<file path="src/rtl/rdo_pkg.sv">
// Shared opcodes and readout mode type for the register readout sequencer.
// Assumes 8-bit opcodes as delivered by the command front end.
package rdo_pkg;
    localparam logic [7:0] OP_STATUS    = 8'h05;
    localparam logic [7:0] OP_LEGACY_ID = 8'hAB;
    localparam logic [7:0] OP_PAIR_ID   = 8'h90;
    localparam logic [7:0] OP_TRIPLE_ID = 8'h9F;

    typedef enum logic [2:0] {
        RM_NONE,
        RM_STATUS,
        RM_LEGACY,
        RM_PAIR,
        RM_TRIPLE
    } rd_mode_e;
endpackage

</file>
<file path="src/rtl/rdo_cmd_decode.sv">
// Maps an opcode to a readout mode, the header length in bytes that must
// precede output, and the index of the last byte in the repeating pattern.
// Assumes the opcode is stable for the whole frame.
module rdo_cmd_decode
    import rdo_pkg::*;
#(
    parameter int CNT_W = 3,
    parameter int SEQ_W = 2
) (
    input  logic [7:0]       cmd_code,
    output rd_mode_e         mode,
    output logic [CNT_W-1:0] hdr_need,
    output logic [SEQ_W-1:0] seq_last
);
    // Purpose: table lookup of mode, header length and pattern length.
    always_comb begin
        mode     = RM_NONE;
        hdr_need = '0;
        seq_last = '0;
        case (cmd_code)
            OP_STATUS: begin
                mode     = RM_STATUS;
                hdr_need = CNT_W'(1);
            end
            OP_LEGACY_ID: begin
                mode     = RM_LEGACY;
                hdr_need = CNT_W'(4);
            end
            OP_PAIR_ID: begin
                mode     = RM_PAIR;
                hdr_need = CNT_W'(4);
                seq_last = SEQ_W'(1);
            end
            OP_TRIPLE_ID: begin
                mode     = RM_TRIPLE;
                hdr_need = CNT_W'(1);
                seq_last = SEQ_W'(2);
            end
            default: ;
        endcase
    end
endmodule

</file>
<file path="src/rtl/rdo_byte_pick.sv">
// Selects the byte to send for the current pattern position.
// Assumes seq never exceeds the pattern's last index from the decoder.
module rdo_byte_pick
    import rdo_pkg::*;
#(
    parameter int          BYTE_W = 8,
    parameter int          SEQ_W  = 2,
    parameter logic [BYTE_W-1:0] MFR_ID = 8'h1C,
    parameter logic [BYTE_W-1:0] DEV_ID = 8'h10,
    parameter logic [BYTE_W-1:0] XID_HI = 8'h20,
    parameter logic [BYTE_W-1:0] XID_LO = 8'h11
) (
    input  rd_mode_e          mode,
    input  logic [SEQ_W-1:0]  seq,
    input  logic              start_sel,
    input  logic [BYTE_W-1:0] status_in,
    output logic [BYTE_W-1:0] pick
);
    // Purpose: choose status, legacy ID, alternating pair or triple byte.
    always_comb begin
        pick = '0;
        case (mode)
            RM_STATUS: pick = status_in;
            RM_LEGACY: pick = DEV_ID;
            RM_PAIR:   pick = (seq[0] ^ start_sel) ? DEV_ID : MFR_ID;
            RM_TRIPLE: begin
                if (seq == SEQ_W'(0))      pick = MFR_ID;
                else if (seq == SEQ_W'(1)) pick = XID_HI;
                else                       pick = XID_LO;
            end
            default:   pick = '0;
        endcase
    end
endmodule

</file>
<file path="src/rtl/rdo_bit_shift.sv">
// Serialiser: on each falling serial-clock strobe emits the next bit MSB
// first, loading a fresh byte when the bit pointer is at the top, and
// advancing the pattern index after bit 0. Chip select high clears all.
// Assumes sck_fall is a single-cycle strobe in the clk domain.
module rdo_bit_shift #(
    parameter int BYTE_W = 8,
    parameter int SEQ_W  = 2
) (
    input  logic              clk,
    input  logic              rst_n,
    input  logic              cs_n,
    input  logic              sck_fall,
    input  logic              start_ok,
    input  logic [SEQ_W-1:0]  seq_last,
    input  logic [BYTE_W-1:0] cur_byte,
    output logic [SEQ_W-1:0]  seq,
    output logic              so_data,
    output logic              so_oe
);
    localparam int              BIT_W = $clog2(BYTE_W);
    localparam logic [BIT_W-1:0] TOP  = BIT_W'(BYTE_W - 1);

    logic [BIT_W-1:0]  nbit;
    logic [BYTE_W-1:0] shreg;
    logic              step;

    // Purpose: a strobe advances the output once started or when ready to start.
    always_comb step = sck_fall && (so_oe || start_ok);

    // Purpose: bit pointer, pattern index, held byte and output registers.
    always_ff @(posedge clk) begin
        if (!rst_n || cs_n) begin
            nbit    <= TOP;
            seq     <= '0;
            shreg   <= '0;
            so_data <= 1'b0;
            so_oe   <= 1'b0;
        end else if (step) begin
            so_oe <= 1'b1;
            if (nbit == TOP) begin
                shreg   <= cur_byte;
                so_data <= cur_byte[BYTE_W-1];
            end else begin
                so_data <= shreg[nbit];
            end
            if (nbit == '0) begin
                nbit <= TOP;
                seq  <= (seq == seq_last) ? '0 : seq + SEQ_W'(1);
            end else begin
                nbit <= nbit - BIT_W'(1);
            end
        end
    end
endmodule

</file>
<file path="src/rtl/reg_readout_seq.sv">
// Top of the register-style readout sequencer. Decodes the opcode, waits
// for the header byte count, then serialises status or ID bytes in the
// command's repeating pattern until chip select rises.
// Assumes hdr_bytes counts whole bytes since cs_n fell.
module reg_readout_seq
    import rdo_pkg::*;
#(
    parameter int         CNT_W  = 3,
    parameter logic [7:0] MFR_ID = 8'h1C,
    parameter logic [7:0] DEV_ID = 8'h10,
    parameter logic [7:0] XID_HI = 8'h20,
    parameter logic [7:0] XID_LO = 8'h11
) (
    input  logic             clk,
    input  logic             rst_n,
    input  logic             cs_n,
    input  logic             sck_fall,
    input  logic [7:0]       cmd_code,
    input  logic [CNT_W-1:0] hdr_bytes,
    input  logic             addr_lsb,
    input  logic [7:0]       status_in,
    output logic             so_data,
    output logic             so_oe
);
    localparam int BYTE_W = 8;
    localparam int SEQ_W  = 2;

    rd_mode_e          mode;
    logic [CNT_W-1:0]  hdr_need;
    logic [SEQ_W-1:0]  seq_last;
    logic [SEQ_W-1:0]  seq;
    logic [BYTE_W-1:0] cur_byte;
    logic              start_ok;

    rdo_cmd_decode #(.CNT_W(CNT_W), .SEQ_W(SEQ_W)) dec_i (
        .cmd_code (cmd_code),
        .mode     (mode),
        .hdr_need (hdr_need),
        .seq_last (seq_last)
    );

    // Purpose: header complete for a recognised command.
    always_comb start_ok = (mode != RM_NONE) && (hdr_bytes == hdr_need);

    rdo_byte_pick #(
        .BYTE_W(BYTE_W), .SEQ_W(SEQ_W),
        .MFR_ID(MFR_ID), .DEV_ID(DEV_ID), .XID_HI(XID_HI), .XID_LO(XID_LO)
    ) pick_i (
        .mode      (mode),
        .seq       (seq),
        .start_sel (addr_lsb),
        .status_in (status_in),
        .pick      (cur_byte)
    );

    rdo_bit_shift #(.BYTE_W(BYTE_W), .SEQ_W(SEQ_W)) shift_i (
        .clk      (clk),
        .rst_n    (rst_n),
        .cs_n     (cs_n),
        .sck_fall (sck_fall),
        .start_ok (start_ok),
        .seq_last (seq_last),
        .cur_byte (cur_byte),
        .seq      (seq),
        .so_data  (so_data),
        .so_oe    (so_oe)
    );
endmodule

</file>
<file path="config.mk">
export PLATFORM = sky130hd
export DESIGN_NAME = reg_readout_seq
export DESIGN_NICKNAME = d
export VERILOG_FILES = /design/src/rtl/rdo_pkg.sv /design/src/rtl/rdo_cmd_decode.sv /design/src/rtl/rdo_byte_pick.sv /design/src/rtl/rdo_bit_shift.sv /design/src/rtl/reg_readout_seq.sv
export SDC_FILE = /design/constraint.sdc
export NUM_CORES = 1
export LEC_CHECK = 0
export BUFFER_PORTS_ARGS = -buffer_cell sky130_fd_sc_hd__buf_2
export CAP_MARGIN = 20
export CORE_AREA = 4 4 51 53
export DETAILED_ROUTE_END_ITERATION = 6
export DIE_AREA = 0 0 55 57
export PLACE_DENSITY = 0.75
export SYNTH_ARGS = -nofsm -noshare
export SYNTH_HDL_FRONTEND = slang
export SYNTH_SLANG_ARGS = --single-unit
</file>
<file path="constraint.sdc">
create_clock -name clk -period 3.5 [get_ports clk]
set_clock_uncertainty 0.05 [all_clocks]
set_input_delay 1.05 -clock clk [delete_from_list [all_inputs] [get_ports clk]]
set_output_delay 1.05 -clock clk [all_outputs]
set_load 0.05 [all_outputs]
</file>
-- Word-level counts from Yosys, hierarchy flattened
Index checks and enable logic that the tools add are counted.
- flip-flop bits (word level): 15
- bits of input ports: 24
- output and inout port bits: 2
- equality and inequality tests: 12
- bitwise gates (word level): 1
- magnitude comparators: 1
- add/sub/neg operators: 2
- reduce and logical (&&, ||, !) cells: 12
- muxes and demuxes: 12
- operators with widths (cell ; count):
    $pmux 8 s4 ; 1
    $eq 8x8->1 const B ; 3
    $pmux 3 s4 ; 1
    $eq 8x3->1 const B ; 1
    $mux 8 ; 1
    $eq 3x2->1 const B ; 2
    $eq 3x3->1 const B ; 2
    $mux 6 ; 1
    $pmux 3 s2 ; 1
    $lt 3x4->1 const B ; 1
    $mux 4 ; 1
    $pmux 2 s2 ; 1
    $reduce_and 2->1 ; 2
    $reduce_or 2->1 ; 2
    $bmux 1 s3 ; 1
    $eq 3x1->1 const B ; 1
    $eq 3x3->1 ; 1
    $logic_not 3->1 ; 1
    $mux 3 ; 1
    $reduce_bool 3->1 ; 1
    $sub 3x1->3 const B ; 1
    $add 2x1->2 const B ; 1
    $eq 2x1->1 const B ; 1
    $eq 2x2->1 ; 1
    7 further kinds ; 10

-- Logic depth before layout (Yosys ltp)
Gate-level depths: netlist (run 1).
- word-level depth: 8
- depth in mapped cells: 7

-- Cells and area by module
From an unflattened synthesis (run 1), not the netlist that was laid out.
- cell total of the unflattened synthesis: 126
- area, all modules: 1071.0 um2
- by module, submodules not included (module ; cells each ; instances ; area an instance (um2) ; sequential area each (um2)):
    rdo_bit_shift ; 75 ; 1 ; 749.5 ; 300.3
    rdo_byte_pick ; 23 ; 1 ; 141.4 ; 0.0
    rdo_cmd_decode ; 23 ; 1 ; 136.4 ; 0.0
    reg_readout_seq ; 5 ; 1 ; 43.8 ; 0.0

-- Worst setup path before layout (run 1)
No wires, ideal clock.
- path type: in2reg
- start: input port cmd_code[1]
- end: register shift_i.nbit[2]
- library setup time: 0.122 ns
- setup slack: 0.667 ns
- stages on the path: 6
- data arrival time: 2.661 ns
- cells stage by stage: or4_4 nor4_4 o21a_2 o211a_4 o211ai_2 a221o_1
- longest elaborated chain between the ends: 7
- elaborated cells on any way between the ends: 13
- those cells by class: eq/ne: 5; mux: 2; reduce/logical: 6
- ends and longest elaborated chain (what ; RTL line ; text):
    start: declaration ; reg_readout_seq.sv:18 ; input logic [7:0] cmd_code,
    $eq 8x3->1 or $eq 8x8->1 (tied branches) ; rdo_cmd_decode.sv:20 ; case (cmd_code)
    $reduce_or 2->1 (no line) ; -- ;
    $pmux 3 s2 ; rdo_cmd_decode.sv:20 ;
    $eq 3x3->1 ; reg_readout_seq.sv:43 ; always_comb start_ok = (mode != RM_NONE) && (hdr_bytes == hdr_need);
    $logic_and 1x1->1 (*) ; reg_readout_seq.sv:43 ;
    $logic_or 1x1->1 (*) ; rdo_bit_shift.sv:28 ; always_comb step = sck_fall && (so_oe || start_ok);
    $logic_and 1x1->1 (*) ; rdo_bit_shift.sv:28 ;
    end signal: assignment ; rdo_bit_shift.sv:50 ; nbit <= nbit - BIT_W'(1);
    end: declaration ; rdo_bit_shift.sv:23 ; logic [BIT_W-1:0] nbit;
Every way passes the cells marked *; elsewhere a longest branch is shown, timed or not.
A chain may end at the register's enable or synchronous reset.

-- Final worst setup path (run 1)
Ends and elaborated chain as after synthesis.

==> metrics.md, run 1 <==
| Metric | Value |
|---|---|
| Status | finished clean |
| Setup WS pre-CTS | 0.368 ns |
| Leading cell type in the layout, fill and taps excluded | buf_2 |
| Vias/cell | 5.86 |
| Row count | 17 |
| Ports | 26 |
| Area Overhead vs Synth | 16.4% |
| Core ar. | 2150 um2 |
| Max_slew headroom | 70.4% |
| Worst Setup Start Kind | input port |
| Area of the multi-input gates | 733 um2 |
| Via Count | 1,025 |
| Static leakage | 0.536 nW |
| Die area | 3140 um2 |
| Vias in the first global route | 1,052 |
| Worst-Skew Late Latency | 0.28 ns |
| # fillers | 206 |
| Synth Cell Area | 1080 um2 |
| Total power | 0.316 mW |
| Antenna cells | 0 |
| Most frequent cells in the layout | 25 x buf_2, 15 x dfxtp_1, 11 x nand2_1 |
| FF+latch count, synth | 15 |
| Drt first pass iters | 5 |
| Residual DRC | 0 |
| Die Span Y | 57 um |
| CTS tree | built |
| Gate count of the mapped netlist | 120 |
| RSZ-0062 raised after global routing | no |
| Final setup TNS | 0 ns |
| RePlAce Congestion | 0.865 |
| Antenna-violating nets left | 0 |
| Hold crit path type | register to register |
| Post-DP HPWL | 2060 um |
| Root Buffer Master | clkbuf_4 |
| Setup Viol. Count Final | 0 |
| Synth cell types | 44 |
| TritonCTS buffer count | 3 |
| Min Clock Period, post-route | 2.84 ns |
| # nets final | 178 |
| Worst-path fanout max | 4 |
| H-tree depth | 1 |
| Post-synth EDFFs | 0 |
| Hold_ws | 0.437 ns |
| Post-synthesis sequential area ratio | 27.7% |
| Setup ws final | 0.663 ns |
| Reg area | 300 um2 |
| Initial Util | 50.4% |
| Final Hold Viols | 0 |
| Synth warn | 0 |
| Avg Cell Area, Syn | 9.03 um2 |
| Final core occ | 58.7% |
| Detailed Route WL | 2520 um |
| Main synth FF type | dfxtp_1 |
| First-pass GRT wire length | 4510 um |
| Crit share post-route | 81.1% |
| Post-cts resize count | 0 |
| Synth async-reset ratio | 0% |
| Critical Path End Type | register |
| Critical path type | input port to register |
| DRT iter0 DRCs | 30 |
| Antenna violations before repair | 0 |
| Avg WL per Cell | 14.4 um |
| Clock edge transition at the registers on the reported setup and hold paths | 0.09 ns |
| Die W | 55 um |
| CP Data Required Time | 3.62 ns |
| Critical path arrival | 2.96 ns |
| Largest net degree at the start of global routing | 12 |
| Post-CTS Hold Buffers | 0 |
| Clock sinks | 15 |
| Max_cap viols | 0 |
| Post-CTS Setup Bufs | 0 |
| Fin. max-slew vios | 0 |
| Worst slew pin tran | 0.444 ns |
| Worst-case vdd ir drop | 0.000207 V |
| FMAX | 352 MHz |
| Buffers on Ports | 25 |
| Syn_nets | 150 |
| Overflow after GRT | 0 |
| Clk buf depth | 2 |
| Proportion of layout cells with a drive suffix above 1 | 31.3% |
| GRT Total Usage | 19.0% |
| Power Density | 251 nW/um2 |
## path summary, 6_finish.rpt
kind                                       start          endpoint  slack (ns)  depth (start not counted)
worst min register to register  shift_i.shreg[1]  shift_i.shreg[1]        0.44                          2
worst max register to register   shift_i.nbit[0]   shift_i.so_data        1.81                          6
worst min-delay path            shift_i.shreg[1]  shift_i.shreg[1]        0.44                          2
worst max-delay path                 cmd_code[1]   shift_i.nbit[2]        0.66                          7
## critical path, stage by stage
cell      delay, ns
buf_2          0.11
or4_4          0.53
nor4_4         0.35
o21a_2         0.25
o211a_4        0.21
o211ai_2       0.08
a221o_1        0.35
## power by group
part	switching (mW)	internal, mW
sequential	0.00157	0.172
clock	0.0543	0.0442
combinational	0.0247	0.0196
## metrics by stage
| stage | instances | cell area, um2 |
|---|---|---|
| after global placement | 171 | 1230 |
| after CTS | 175 | 1260 |
| after floorplan | 120 | 1080 |
| after global routing | 175 | 1260 |
| after detailed placement | 171 | 1230 |
| final | 175 | 1260 |
## logic make-up after synthesis
| logic type | Yosys count | share of synthesized area (%) |
|---|---|---|
| simple gates | 47 | 25.4 |
| compound gates | 34 | 26.9 |
| flops | 15 | 27.7 |
| buf+inv | 11 | 4.62 |
| fa+ha+maj | 6 | 6.93 |
| mux | 4 | 6.00 |
| xor+xnor | 3 | 2.43 |
## cell type report
| type | instances | share of cell area [%] |
|---|---|---|
| flip-flops and latches | 15 | 23.8 |
| well taps | 28 | 2.78 |
| multi-input cells | 94 | 58.1 |
| inverters | 7 | 2.08 |
| repair buffers | 27 | 11.1 |
| clock buffers | 4 | 2.08 |
## routing by layer
metal	vias up	wire (um)	track usage (%)
li1	511	-	-
met1	483	1120	25.0
met2	31	1240	29.7
met3	0	164	6.27
met4	0	0	4.17
met5	-	0	0
## registers in the layout (all words and copies together) (netlist names)
name,cells
shift_i.nbit,3
shift_i.so_data,1
shift_i.shreg,8
shift_i.seq,2
shift_i.so_oe,1
## synth_stat cells, drive strengths merged (2+ instances only)
library cell  instances  area share, %
dfxtp                15             28
nand2                13            5.0
nand3                 9            4.2
inv                   7            2.4
o211ai                7            5.8
a21oi                 6            2.8
ha                    6            6.9
nor3                  6            3.8
a211oi                5            3.5
nor2                  5            1.7
and3                  3            1.8
nor2b                 3            1.7
o21ai                 3            1.4
a221o                 2            1.8
buf                   2            1.5
clkbuf                2           0.69
mux2i                 2            1.8
mux4                  2            4.2
nor4                  2            2.5
o2111ai               2            3.8
o21a                  2            1.5
xnor2                 2            1.6
Power figures use the tool's default switching activity.
==> inputs of run 2 (changes only) <==
--- a/config.mk
+++ b/config.mk
@@ -7,10 +7,10 @@
 export LEC_CHECK = 0
 export BUFFER_PORTS_ARGS = -buffer_cell sky130_fd_sc_hd__buf_2
 export CAP_MARGIN = 20
-export CORE_AREA = 4 4 51 53
+export CORE_AREA = 4 4 54 56
 export DETAILED_ROUTE_END_ITERATION = 6
-export DIE_AREA = 0 0 55 57
-export PLACE_DENSITY = 0.75
+export DIE_AREA = 0 0 58 60
+export PLACE_DENSITY = 0.71
 export SYNTH_ARGS = -nofsm -noshare
 export SYNTH_HDL_FRONTEND = slang
 export SYNTH_SLANG_ARGS = --single-unit
==> constraint.sdc (replaced) <==
create_clock -name clk -period 2.6 [get_ports clk]
set_clock_uncertainty 0.05 [all_clocks]
set_input_delay 0.78 -clock clk [delete_from_list [all_inputs] [get_ports clk]]
set_output_delay 0.78 -clock clk [all_outputs]
set_load 0.05 [all_outputs]
==> metrics.md, run 2 (synthesis results as in run 1) <==
| Metric | Value |
|---|---|
| Crit. Startpoint | cmd_code[1] |
| Total power | 0.431 mW (+36%) |
| Fin. max-slew vios | 0 (unchanged) |
| Residual DRC | 0 (unchanged) |
| Critical path arrival | 2.64 ns (-0.32 ns) |
| Hold_ws | 0.428 ns (-0.00985 ns) |
| Root Buffer Master | clkbuf_4 |
| Post-cts resize count | 0 (unchanged) |
| Post-CTS Setup Bufs | 0 (unchanged) |
| Avg WL per Cell | 14.2 um (-1.7%) |
| Hold path start | shift_i.so_data |
| Die Span Y | 60 um (+5.3%) |
| Min Clock Period, post-route | 2.51 ns |
| TritonCTS buffer count | 3 (unchanged) |
| Status | finished clean |
| Worst Setup Start Kind | input port |
| Most frequent cells in the layout | 25 x buf_2, 15 x dfxtp_1, 11 x nand2_1 |
| Buffers on Ports | 25 (unchanged) |
| Antenna cells | 0 (unchanged) |
| Critical Path End Type | register |
| GRT Total Usage | 15.8% (-3.2 points) |
| Power Density | 326 nW/um2 (+30%) |
| Proportion of layout cells with a drive suffix above 1 | 34.8% (+3.5 points) |
| Initial Util | 44.5% (-5.9 points) |
| R2R Path Start | shift_i.nbit[0] |
| Clock edge transition at the registers on the reported setup and hold paths | 0.09 ns (about the same) |
| Worst-path fanout max | 4 (unchanged) |
| Final Hold Viols | 0 (unchanged) |
| Largest net degree at the start of global routing | 12 (unchanged) |
| FMAX | 398 MHz |
| Die W | 58 um (+5.5%) |
| Ports | 26 (unchanged) |
| Post-CTS Hold Buffers | 0 (unchanged) |
| Largest regs | shift_i.shreg (8), shift_i.nbit (3), shift_i.seq (2) |
| Vias in the first global route | 952 (-9.5%) |
| Antenna-violating nets left | 0 (unchanged) |
| CTS tree | built |
| Clock sinks | 15 (unchanged) |
| Core ar. | 2430 um2 (+13%) |
| Leading cell type in the layout, fill and taps excluded | buf_2 |
| Via Count | 1,076 (+5.0%) |
| Post-DP HPWL | 2150 um (+4.5%) |
| Overflow after GRT | 0 (unchanged) |
| Max FFs per register | 8 (unchanged) |
| Row count | 18 (+1) |
| Max_slew headroom | 68.4% (-2.0 points) |
| Worst slew pin tran | 0.474 ns (+0.0297 ns) |
| Antenna violations before repair | 0 (unchanged) |
| First-pass GRT wire length | 4160 um (-7.8%) |
| Setup Viol. Count Final | 0 (unchanged) |
| # fillers | 235 (+14%) |
| H-tree depth | 1 (unchanged) |
| Die area | 3480 um2 (+11%) |
| # nets final | 186 (+4.5%) |
| Critical path type | input port to register |
| Crit share post-route | 96.6% |
| Drt first pass iters | 4 (-1) |
| Hold crit path type | register to register |
| Static leakage | 0.575 nW (+7.3%) |
| Max_cap viols | 0 (unchanged) |
| RePlAce Congestion | 0.822 (-5.0%) |
| Vias/cell | 5.82 (-0.70%) |
| Clk buf depth | 2 (unchanged) |
| DRT iter0 DRCs | 33 (+10%) |
| Worst-case vdd ir drop | 0.000353 V (+71%) |
| CP Data Required Time | 2.73 ns (-0.89 ns) |
| Worst-Skew Late Latency | 0.28 ns (about the same) |
| RSZ-0062 raised after global routing | no |
| Detailed Route WL | 2620 um (+3.9%) |
| Largest Register | shift_i.shreg |
| Area Overhead vs Synth | 22.2% |
==> run 2: report_power, final <==
part	total, mW	internal [mW]	switching [mW]
combinational	0.0658	0.0309	0.0349
sequential	0.234	0.231	0.00213
clock	0.132	0.0596	0.0722
total	0.431	0.322	0.109
==> run 2: worst max-delay path, cell delays in order <==
cell      delay (ns)
buf_2           0.10
or4_4           0.54
nor4_4          0.35
o21a_2          0.25
o211a_4         0.21
o211ai_2        0.07
a221o_1         0.34
==> run 2: final timing paths <==
path | to | slack (ns) | depth (start not counted)
worst min register to register | shift_i.so_data | 0.43 | 2
worst max-delay path | shift_i.nbit[2] | 0.09 | 7
worst max register to register | shift_i.so_data | 0.91 | 6
worst min-delay path | shift_i.so_data | 0.43 | 2
==> run 2: stage by stage <==
stage	utilization (%)	instance area, um2	setup TNS, ns	instances	setup slack, ns
3_5_place_dp	53.3	1300	-2.29	181	-0.224
2_1_floorplan	-	1080	0	120	0.0375
6_report	54.4	1320	0	185	0.0879
4_1_cts	54.4	1320	0	185	0.0856
3_3_place_gp	53.3	1300	-1.40	181	-0.167
5_1_grt	54.4	1320	0	185	0.0346
==> run 2: layout make-up <==
cell class / instances / area, um2 / share of cell area, %
well taps: 30 / 37.5 / 2.84
flip-flops and latches: 15 / 300 / 22.7
inverters: 7 / 26.3 / 1.98
clock buffers: 4 / 26.3 / 1.98
multi-input cells: 94 / 733 / 55.4
repair buffers: 35 / 200 / 15.1
==> run 2: routing by layer <==
metal  track usage [%]  vias to the layer above  part of all wire, %
li1                  -                      530                    -
met1              19.7                      509                   44
met2              24.5                       29                   48
met3              5.18                        8                  5.0
met4              7.62                        0                  2.6
met5                 0                        -                    0
